$ cat config.mk
export PLATFORM = sky130hd
export DESIGN_NAME = game_video_timing
export DESIGN_NICKNAME = d
export VERILOG_FILES = /design/src/rtl/vidtim_pkg.sv /design/src/rtl/vidtim_ctrl.sv /design/src/rtl/vidtim_datapath.sv /design/src/rtl/game_video_timing.sv
export SDC_FILE = /design/constraint.sdc
export NUM_CORES = 1
export LEC_CHECK = 0
export CAP_MARGIN = 20
export CORE_MARGIN = 2
export CORE_UTILIZATION = 35
export DETAILED_ROUTE_END_ITERATION = 10
export GPL_TIMING_DRIVEN = 0
export PLACE_DENSITY = 0.68
export SYNTH_ARGS = -nofsm -noshare
export SYNTH_HDL_FRONTEND = slang
export SYNTH_SLANG_ARGS = --single-unit
$ cat constraint.sdc
create_clock -name clk -period 1.8 [get_ports clk]
set_input_delay 0.36 -clock clk [delete_from_list [all_inputs] [get_ports clk]]
set_output_delay 0.36 -clock clk [all_outputs]
set_load 0.02 [all_outputs]
$ cat src/rtl/vidtim_pkg.sv
package vidtim_pkg;

  typedef enum logic [1:0] {
    LVL_SYNC  = 2'd0,
    LVL_BLACK = 2'd1,
    LVL_WHITE = 2'd2
  } levelT;

  // Strobes and decoded windows passed from control to datapath
  typedef struct packed {
    logic tick1H;   // lowest counter bit set: net synchroniser samples
    logic bitNet;   // counter bit whose rise marks the screen centre
    logic hBlank;
    logic vBlank;
    logic hSync;
    logic vSync;
  } strobeT;

endpackage

$ cat src/rtl/vidtim_ctrl.sv
module vidtim_ctrl
  import vidtim_pkg::*;
#(
  parameter int CNT_W        = 9,
  parameter int H_TOTAL      = 455,
  parameter int V_TOTAL      = 262,
  parameter int H_BLANK_END  = 80,
  parameter int V_BLANK_END  = 16,
  parameter int V_SYNC_FIRST = 4,
  parameter int V_SYNC_LAST  = 7,
  parameter int HS_SET_BIT   = 5,
  parameter int HS_CLR_BIT   = 4,
  parameter int NET_BIT      = 8
) (
  input  logic             clk,
  input  logic             rstN,
  output logic [CNT_W-1:0] hCount,
  output logic [CNT_W-1:0] vCount,
  output strobeT           strobes
);

  localparam logic [CNT_W-1:0] H_LAST   = CNT_W'(H_TOTAL - 1);
  localparam logic [CNT_W-1:0] V_LAST   = CNT_W'(V_TOTAL - 1);
  localparam logic [CNT_W-1:0] H_BL_END = CNT_W'(H_BLANK_END);
  localparam logic [CNT_W-1:0] V_BL_END = CNT_W'(V_BLANK_END);
  localparam logic [CNT_W-1:0] VS_FIRST = CNT_W'(V_SYNC_FIRST);
  localparam logic [CNT_W-1:0] VS_LAST  = CNT_W'(V_SYNC_LAST);

  logic lineEnd;
  logic frameEnd;

  assign lineEnd  = (hCount == H_LAST);
  assign frameEnd = (vCount == V_LAST);

  always_ff @(posedge clk) begin
    if (!rstN) begin
      hCount <= '0;
    end else if (lineEnd) begin
      hCount <= '0;
    end else begin
      hCount <= hCount + 1'b1;
    end
  end

  always_ff @(posedge clk) begin
    if (!rstN) begin
      vCount <= '0;
    end else if (lineEnd) begin
      if (frameEnd) begin
        vCount <= '0;
      end else begin
        vCount <= vCount + 1'b1;
      end
    end
  end

  logic hBlankDec;
  logic vBlankDec;

  assign hBlankDec = (hCount < H_BL_END);
  assign vBlankDec = (vCount < V_BL_END);

  always_comb begin
    strobes.tick1H = hCount[0];
    strobes.bitNet = hCount[NET_BIT];
    strobes.hBlank = hBlankDec;
    strobes.vBlank = vBlankDec;
    strobes.hSync  = hBlankDec & hCount[HS_SET_BIT] & ~hCount[HS_CLR_BIT];
    strobes.vSync  = (vCount >= VS_FIRST) && (vCount <= VS_LAST);
  end

endmodule

$ cat src/rtl/vidtim_datapath.sv
module vidtim_datapath
  import vidtim_pkg::*;
#(
  parameter int NET_STAGES = 2
) (
  input  logic   clk,
  input  logic   rstN,
  input  strobeT strobes,
  input  logic   ballVid,
  input  logic   paddleVid,
  input  logic   scoreVid,
  output logic   compSync,
  output levelT  videoLevel
);

  // Net synchroniser: shift register advancing only on 1H strobes
  logic [NET_STAGES-1:0] netShift;

  generate
    for (genvar s = 0; s < NET_STAGES; s++) begin : g_netStage
      if (s == 0) begin : g_first
        always_ff @(posedge clk) begin
          if (!rstN) begin
            netShift[s] <= 1'b0;
          end else if (strobes.tick1H) begin
            netShift[s] <= strobes.bitNet;
          end
        end
      end else begin : g_rest
        always_ff @(posedge clk) begin
          if (!rstN) begin
            netShift[s] <= 1'b0;
          end else if (strobes.tick1H) begin
            netShift[s] <= netShift[s-1];
          end
        end
      end
    end
  endgenerate

  logic netPulse;
  logic netGated;
  logic ballGated;
  logic anyBlank;
  logic objVisible;
  levelT nextLevel;

  assign netPulse   = netShift[NET_STAGES-2] & ~netShift[NET_STAGES-1];
  assign anyBlank   = strobes.hBlank | strobes.vBlank;
  assign netGated   = netPulse & ~strobes.vBlank;
  assign ballGated  = ballVid & ~anyBlank;
  assign objVisible = ballGated | ((paddleVid | scoreVid) & ~anyBlank);
  assign compSync   = strobes.hSync ^ strobes.vSync;

  always_comb begin
    if (compSync) begin
      nextLevel = LVL_SYNC;
    end else if (netGated | objVisible) begin
      nextLevel = LVL_WHITE;
    end else begin
      nextLevel = LVL_BLACK;
    end
  end

  always_ff @(posedge clk) begin
    if (!rstN) begin
      videoLevel <= LVL_BLACK;
    end else begin
      videoLevel <= nextLevel;
    end
  end

endmodule

$ cat src/rtl/game_video_timing.sv
module game_video_timing
  import vidtim_pkg::*;
#(
  parameter int CNT_W        = 9,
  parameter int H_TOTAL      = 455,
  parameter int V_TOTAL      = 262,
  parameter int H_BLANK_END  = 80,
  parameter int V_BLANK_END  = 16,
  parameter int V_SYNC_FIRST = 4,
  parameter int V_SYNC_LAST  = 7
) (
  input  logic             clk,
  input  logic             rstN,
  input  logic             ballVid,
  input  logic             paddleVid,
  input  logic             scoreVid,
  output logic [CNT_W-1:0] hCount,
  output logic [CNT_W-1:0] vCount,
  output logic             hBlank,
  output logic             vBlank,
  output logic             compSync,
  output logic [1:0]       videoLevel
);

  strobeT strobes;
  levelT  levelOut;

  vidtim_ctrl #(
    .CNT_W       (CNT_W),
    .H_TOTAL     (H_TOTAL),
    .V_TOTAL     (V_TOTAL),
    .H_BLANK_END (H_BLANK_END),
    .V_BLANK_END (V_BLANK_END),
    .V_SYNC_FIRST(V_SYNC_FIRST),
    .V_SYNC_LAST (V_SYNC_LAST),
    .HS_SET_BIT  (5),
    .HS_CLR_BIT  (4),
    .NET_BIT     (8)
  ) i_ctrl (
    .clk    (clk),
    .rstN   (rstN),
    .hCount (hCount),
    .vCount (vCount),
    .strobes(strobes)
  );

  vidtim_datapath #(
    .NET_STAGES(2)
  ) i_datapath (
    .clk       (clk),
    .rstN      (rstN),
    .strobes   (strobes),
    .ballVid   (ballVid),
    .paddleVid (paddleVid),
    .scoreVid  (scoreVid),
    .compSync  (compSync),
    .videoLevel(levelOut)
  );

  assign hBlank     = strobes.hBlank;
  assign vBlank     = strobes.vBlank;
  assign videoLevel = levelOut;

endmodule

== After elaboration in Yosys (flattened, before gate mapping) ==
Index checks and enable logic that the tools add are counted.
Cells by class
  equality and inequality tests: 2
  muxes and demuxes: 3
  add/subtract/negate cells: 2
  bitwise logic cells: 16
  order comparisons: 4
  reductions and logical operators: 3
Operators with widths (number)
  $add A9 B1 Y9 const B: 2
  $eq A9 B9 Y1 const B: 2
  $ge A9 B3 Y1 const B: 1
  $le A9 B3 Y1 const B: 1
  $lt A9 B5 Y1 const B: 1
  $lt A9 B7 Y1 const B: 1
  $mux W9: 1
  $and A1 B1 Y1: 6
  $not A1 Y1: 5
  $or A1 B1 Y1: 4
  $reduce_or A2 Y1: 2
  $mux W2: 1
  $logic_and A1 B1 Y1: 1
  $mux W1: 1
  $xor A1 B1 Y1: 1
Storage, ports and cells
  register bits after elaboration: 22
  output and inout bits: 23

== Longest topological paths before layout ==
Gate-level depths: netlist of run 1.
  depth in word-level cells: 8
  gate-level depth with buffers: 8
  depth with buffers taken out: 6

== Hierarchy ==
Synthesis of run 1 repeated with hierarchy kept, for this count alone.
Second synthesis, totals
  cells, all modules: 120
  area total of the unflattened synthesis: 1074.8 sq um
Modules (own cells, without submodules)
  vidtim_ctrl: sequential area each 360.3 sq um, area an instance 918.4 sq um, cells an instance 105, instances 1
  vidtim_datapath: sequential area each 80.1 sq um, area an instance 156.4 sq um, cells an instance 15, instances 1

== Least setup slack after synthesis of run 1 ==
Ideal clock, no wire load.
  path kind: reg2out
  start point: register i_ctrl.vCount[4]
  end point: output compSync
  path buffers: 0
  stages on the path, launching flop included: 4
  arrival: 1563 ps
  slack: -123 ps
  cell sequence: dfxtp_1 -> or4_4 -> nor4_2 -> xnor2_1
On the way
  word-level cells in the longest chain between the ends: 3
RTL lines
  from (decl): line vidtim_ctrl.sv:18  | output logic [CNT_W-1:0] vCount,
  from (signal assigned): line vidtim_ctrl.sv:52  | vCount <= vCount + 1'b1;
  $ge A9 B3 Y1 / $le A9 B3 Y1 (equally long branches): line vidtim_ctrl.sv:69  | strobes.vSync = (vCount >= VS_FIRST) && (vCount <= VS_LAST);
  $logic_and A1 B1 Y1 (*): line vidtim_ctrl.sv:69
  $xor A1 B1 Y1 (*): line vidtim_datapath.sv:53  | assign compSync = strobes.hSync ^ strobes.vSync;
  to (decl): line game_video_timing.sv:21  | output logic compSync,
Mark *: on every way between the ends. The rest lies on a longest branch, timed or not.

== Worst setup path after layout of run 1 ==
  start point: register i_ctrl.vCount[5]
  end point: output compSync
The elaborated chain is that of the path after synthesis.

==> results of run 1 <==
[cells in the final DEF (no fill, tap or decap), types with 4 or more instances in the layout]
cell / synthesis / final
dlymetal6s2s_1: 0 / 5
nor4_1: 6 / 6
nand3_1: 6 / 6
a32o_1: 5 / 5
xnor2_1: 6 / 5
buf_4: 0 / 5
dfxtp_1: 22 / 17
nand2_1: 8 / 8
o21ai_0: 6 / 6
ha_1: 5 / 4
clkdlybuf4s50_1: 0 / 13
inv_1: 4 / 4
dlygate4sd2_1: 0 / 5
nor2_1: 21 / 19
[kinds of logic (layout without fill, tap and decap cells)]
logic type      after synthesis  count (layout)  synth area share
flops                        22              22            0.3959
simple gates                 62              62            0.3015
xor+xnor                      8               8           0.06299
compound gates               18              18            0.1192
fa+ha+maj                     5               5           0.05624
buf+inv                       9              43           0.03711
mux                           3               3           0.02700
[where the power goes]
group          switching, µW  leakage, µW  total (µW)  internal (µW)
combinational           29.7     0.000475        53.0           23.3
sequential              7.02     0.000181         495            488
clock                    156    0.0000279         381            225
total                    193     0.000684         929            736
[synth_stat cells (all sizes together)]
library cell,count,area share
a31o,1,0.0079
and4bb,1,0.011
ha,5,0.056
nor2,21,0.071
nor3,3,0.013
and4b,1,0.0090
a21oi,2,0.0090
a311oi,1,0.0079
nand4b,1,0.0079
nor3b,3,0.020
o21a,1,0.0068
and3,4,0.024
buf,1,0.010
nand4,1,0.0056
or4,1,0.010
inv,4,0.013
dfxtp,22,0.40
o211a,1,0.0090
xnor2,6,0.047
xor2,2,0.016
and3b,1,0.0079
nand3,6,0.027
clkbuf,4,0.013
o21ai,6,0.027
a32o,5,0.045
nor4,7,0.045
and2,1,0.0056
nor2b,2,0.011
nand2b,1,0.0056
a22oi,1,0.0068
nand2,8,0.027
mux2i,3,0.027
[per-stage QoR]
step / TNS (ns) / hold slack (ns)
floorplan: -0.003229 / 0.4611
global placement: -0.8830 / 0.4772
detailed placement: -0.8811 / 0.4940
CTS: -1.402 / 0.4599
global route: -1.816 / 0.4847
finish: -1.416 / 0.4710
[critical path, stage by stage, from the launching register on]
cell and delay (ns):
dfxtp_4 0.37, or4_4 0.55, nor4_4 0.21, xnor2_2 0.16
buf_4 0.16
[per-layer routing]
layer / routed length, µm / vias up
li1: - / 524
met2: 1359 / 35
met4: 0 / 0
met1: 1134 / 489
met5: 0 / -
met3: 135 / 0
[final cells by class]
type	count	area share
Timing Repair Buffer	30	0.1849
Tap cell	44	0.03506
Inverter	4	0.009562
Clock inverter	1	0.01912
Clock buffer	3	0.01434
Sequential cell	22	0.2892
Buffer	5	0.01833
Multi-Input combinational cell	96	0.4295
[path summary, 6_finish.rpt]
kind	startpoint	end	slack, ns
hold / removal	rstN	i_datapath.videoLevel[0]$_SDFF_PN1_	0.47
hold reg to reg	i_datapath.netShift[1]$_SDFFE_PN0P_	i_datapath.netShift[1]$_SDFFE_PN0P_	0.52
setup reg to reg	i_ctrl.vCount[5]$_SDFFE_PN0P_	i_ctrl.vCount[6]$_SDFFE_PN0P_	-0.23
setup / recovery	i_ctrl.vCount[5]$_SDFFE_PN0P_	compSync	-0.32
[sequential cells by signal (all words and copies together) (netlist names)]
| register | cells |
|---|---|
| i_datapath.netShift | 2 |
| i_ctrl.hCount | 9 |
| i_ctrl.vCount | 9 |
| i_datapath.videoLevel | 2 |
[repair_timing]
item	4_1_cts	5_1_grt
gates cloned	0	0
buffers inserted	4	0
pin swaps	3	1
endpoints found under the setup margin	11	17
resized for setup	32	9
==> metrics, run 1 <==
status=finished with violations; failing checks=setup timing; Tightest Pin Transition=~0.46 ns; first-pass GRT wire length=between 4000 and 5000 µm; DRC=0; Post-Layout Cell Count=a little over 200; setup skew after layout=0.004362 ns; placed cells=roughly 200; worst-skew pair later-pin latency=slightly above 0.3 ns; Fmax=~470 MHz; leakage=between 0.0006 and 0.0007 µW; total core area=3028 µm²; gpl congestion=0.8492; Worst Setup Start Kind=register; Worst-path clk slew=~0.12 ns; Initial DRC Count=36; H-tree Lvls=1; layout cells sized above 1=0.1739; # setup viols final=11; CTS Buffer Depth=2; vias in the first global route=between 1000 and 1500; I/O pin total=28; Pre-antenna DRT Iters=6; Final Util=0.5186; Hold Buf Count CTS=0; routed vias/inst=roughly 5.1; WL per Instance=around 13 µm; period utilization=1.176; Filler cells=between 200 and 300; Global Route met2 Usage=0.2671; Detail Route Antenna Nets=0; post-synthesis to final-layout area growth=41.17%; Setup crit end kind=output pin; Netlist Area Pre-Place=between 1000 and 1500 µm²; initial antenna violation count=0; minimum clock period=about 2.1 ns; Hold WC Path Type=input port to register; die area=3645 µm²; PortBufs=26; row cnt=20; Layout Nets=roughly 170; syn_area_per_cell=8.758 µm²; Max Cap Viol=0; Setup WS pre-CTS=-0.5975 ns; Slew headroom=0.6916; worst vdd ir=roughly 490 µV; Synth Net Count=roughly 140; Cell Pwr Density=between 500 and 600 nW/µm²; CTS tree=done; Total Power=a little over 900 µW; Crit path arrival time=about 1.8 ns; total grt overflow=0; busiest grt layer=met2; Root Driver=clkbuf_4; fin worst setup slack=-0.3172 ns; RSZ-0062 raised after global routing=yes; Via Count=1048; final WL=about 2600 µm; Tot GR Track Use=0.1566; pin count of the biggest net entering global routing=14; Synth Register Bits=22; Worst Path Required=approximately 1.4 ns; fin area=around 1600 µm²; placed cell areas=approximately 1400 µm²; area of the multi-input gates=just under 700 µm²; critical path type=register to output pin; dpl hpwl=~1900 µm; worst-case reg-to-reg path depth=7; Distinct cells, synth=34; Reg area=between 400 and 500 µm²; Die Span Y=approximately 60 µm; Num CTS Buffers=3; CP Max Fanout=2; Starting Density=0.3674; Pins Over Slew Limit=0; met3 usage=0.04264; sequential area share after synthesis=0.3960; Final Hold Vio Count=0; n_diodes=0; Ys Warns=0; met1 Track Usage GR=0.1953; clock sink count=22; depth of the worst hold-timing path=2; Mapped Cells=127; Die Wd=60.38 µm
(Power assumes the default switching activity.)
==> run 2: changes to the inputs <==
--- a/config.mk
+++ b/config.mk
@@ -6,7 +6,7 @@
 export NUM_CORES = 1
 export LEC_CHECK = 0
 export CAP_MARGIN = 20
-export CORE_MARGIN = 2
+export CORE_MARGIN = 10
 export CORE_UTILIZATION = 35
 export DETAILED_ROUTE_END_ITERATION = 10
 export GPL_TIMING_DRIVEN = 0
==> metrics, run 2 (same netlist as run 1, synthesis figures left out) <==
PortBufs=26; Initial DRC Count=91; minimum clock period=~2.1 ns; gpl congestion=0.7861; period utilization=1.165; CTS Buffer Depth=2; RR Endpoint=i_ctrl.vCount[6]$_SDFFE_PN0P_; most frequent cells in the layout=nor2_1 (19), dfxtp_1 (17), clkdlybuf4s50_1 (10), nand2_1 (8), dlymetal6s2s_1 (7); Slew headroom=0.6878; area of the multi-input gates=679.4 µm²; row cnt=20; dpl hpwl=~2100 µm; Fmax=around 480 MHz; Clk pwr share=0.407; total core area=a little over 3000 µm²; WHS Endpoint=i_datapath.videoLevel[0]$_SDFF_PN1_; fin worst setup slack=-0.2979 ns; worst vdd ir=around 430 µV; CP max stage delay=0.56 ns; clock sink count=22; depth of the worst hold-timing path=2; R2R setup slack=-0.24 ns; Pins Over Slew Limit=0; WP buf/inv=1; # setup viols final=11; CP Max Fanout=2; Tightest Pin Transition=0.4683 ns; Worst Setup Start Kind=register; Die Span Y=76.38 µm; commonest non-fill, non-tap cell in the layout=nor2_1; Reg area=about 460 µm²; Setup crit end kind=output pin; Hold WC Path Type=input port to register; Worst Path Required=1.44 ns; routed vias/inst=about 5.2; DRC=0; I/O pin total=28; status=finished with violations; Net Sw Frac=0.2046; Tot GR Track Use=0.09942; die area=approximately 6000 µm²; n_diodes=0; wire length on met1=between 1000 and 1500 µm; Crit path arrival time=between 1.5 and 2 ns; Via Count=1079; Worst-path clk slew=about 0.12 ns; Cell Pwr Density=between 500 and 600 nW/µm²; wire length on met2=about 1500 µm; fin area=between 1500 and 2000 µm²; total grt overflow=0; initial antenna violation count=0; pin count of the biggest net entering global routing=14; Die Wd=76.38 µm; vias in the first global route=approximately 1100; top sig layer=met4; setup skew after layout=0.004154 ns; critical path type=register to output pin; Starting Density=0.3643; largest registers=i_ctrl.hCount: 9 flops, i_ctrl.vCount: 9 flops; failing checks=setup timing; placed cell areas=~1400 µm²; RSZ-0062 raised after global routing=yes; Pint=734.8 µW; worst-case reg-to-reg path depth=7; Detail Route Antenna Nets=0; Pre-antenna DRT Iters=4; Psw=189.1 µW; Root Driver=clkbuf_4; CTS tree=done; CP top delay family=simple AND/OR/NAND/NOR gates; Hold Slack=between 0.4 and 0.5 ns; reg-to-reg startpoint=i_ctrl.vCount[5]$_SDFFE_PN0P_; WL per Instance=about 14 µm; Flop pwr share=0.535; Comb power frac=0.058; Layout Nets=about 170; crit path cell chain=or4_4 -> nor4_4 -> xnor2_2 -> buf_4; WL met3=174 µm; Num CTS Buffers=3; final WL=about 2900 µm; layout cells sized above 1=0.1790; Final Util=0.5201; H-tree Lvls=1; Filler cells=317; worst-skew pair later-pin latency=about 0.31 ns; Worst path slowest cell=or4_4; Final Hold Vio Count=0; post-synthesis to final-layout area growth=42.74%; Max Cap Viol=0; Total Power=roughly 920 µW; leakage=0.0007308 µW; first-pass GRT wire length=a little under 5000 µm; worst min-delay path startpoint=rstN; Hold Buf Count CTS=0
run 2: changes by cell type in the layout (fill, tap and decap cells not counted), sizes merged:
cell / delta
clkdlybuf4s50: -3
dlymetal6s2s: +2
clkbuf: +1
dlygate4sd2: +1
run 2: layout make-up:
class / count / share of cell area
Buffer: 5 / 0.01734
Clock buffer: 3 / 0.01418
Multi-Input combinational cell: 96 / 0.4279
Tap cell: 44 / 0.03467
Clock inverter: 1 / 0.01891
Timing Repair Buffer: 31 / 0.1899
Sequential cell: 22 / 0.2876
Inverter: 4 / 0.009456
run 2: worst max-delay path by stage:
| stage | start | to | slack (ns) | depth (start not counted) |
|---|---|---|---|---|
| 2_1_floorplan | i_ctrl.vCount[4]$_SDFFE_PN0P_ | compSync | -0.003 | 3 |
| 3_3_place_gp | i_ctrl.vCount[4]$_SDFFE_PN0P_ | compSync | -0.61 | 4 |
| 3_5_place_dp | i_ctrl.vCount[4]$_SDFFE_PN0P_ | compSync | -0.59 | 4 |
| 4_1_cts | i_ctrl.vCount[5]$_SDFFE_PN0P_ | compSync | -0.31 | 4 |
| 5_1_grt | i_ctrl.vCount[5]$_SDFFE_PN0P_ | compSync | -0.37 | 4 |
| 6_report | i_ctrl.vCount[5]$_SDFFE_PN0P_ | compSync | -0.30 | 4 |
run 2: worst reg2reg max path: stages (launching register included):
cell and delay [ns]:
dfxtp_4 0.36, or4_4 0.56, buf_4 0.17, buf_4 0.14
o211a_1 0.23, buf_6 0.14, and3_1 0.14, a31o_2 0.20
run 2: stage by stage:
step | cells | setup slack, ns | setup TNS (ns)
after floorplan | 127 | -0.003229 | -0.003229
after global placement | 197 | -0.6080 | -0.8915
after detailed placement | 197 | -0.5928 | -0.8865
after CTS | 206 | -0.3127 | -1.375
after global routing | 206 | -0.3707 | -2.040
final | 206 | -0.2979 | -1.467
run 2: what timing repair did:
item	CTS	global route
resized for setup	31	12
buffers inserted	5	0
endpoints found under the hold margin	0	0
pin swaps	3	1
setup endpoints to repair	18	19
run 2: power groups by stage:
stage | combinational [µW] | clock [µW] | sequential [µW]
6_report | 53.5 | 376 | 494
3_3_place_gp | 53.4 | 0 | 510
5_1_grt | 59.7 | 409 | 495
3_5_place_dp | 54.7 | 0 | 511
2_1_floorplan | 22.6 | 0 | 516
4_1_cts | 55.0 | 388 | 494
run 2: per-layer routing:
layer | GRT usage | vias up
met5 | 0 | -
met4 | 0.02974 | 0
met3 | 0.04127 | 4
met2 | 0.1726 | 33
met1 | 0.1073 | 514
li1 | - | 528
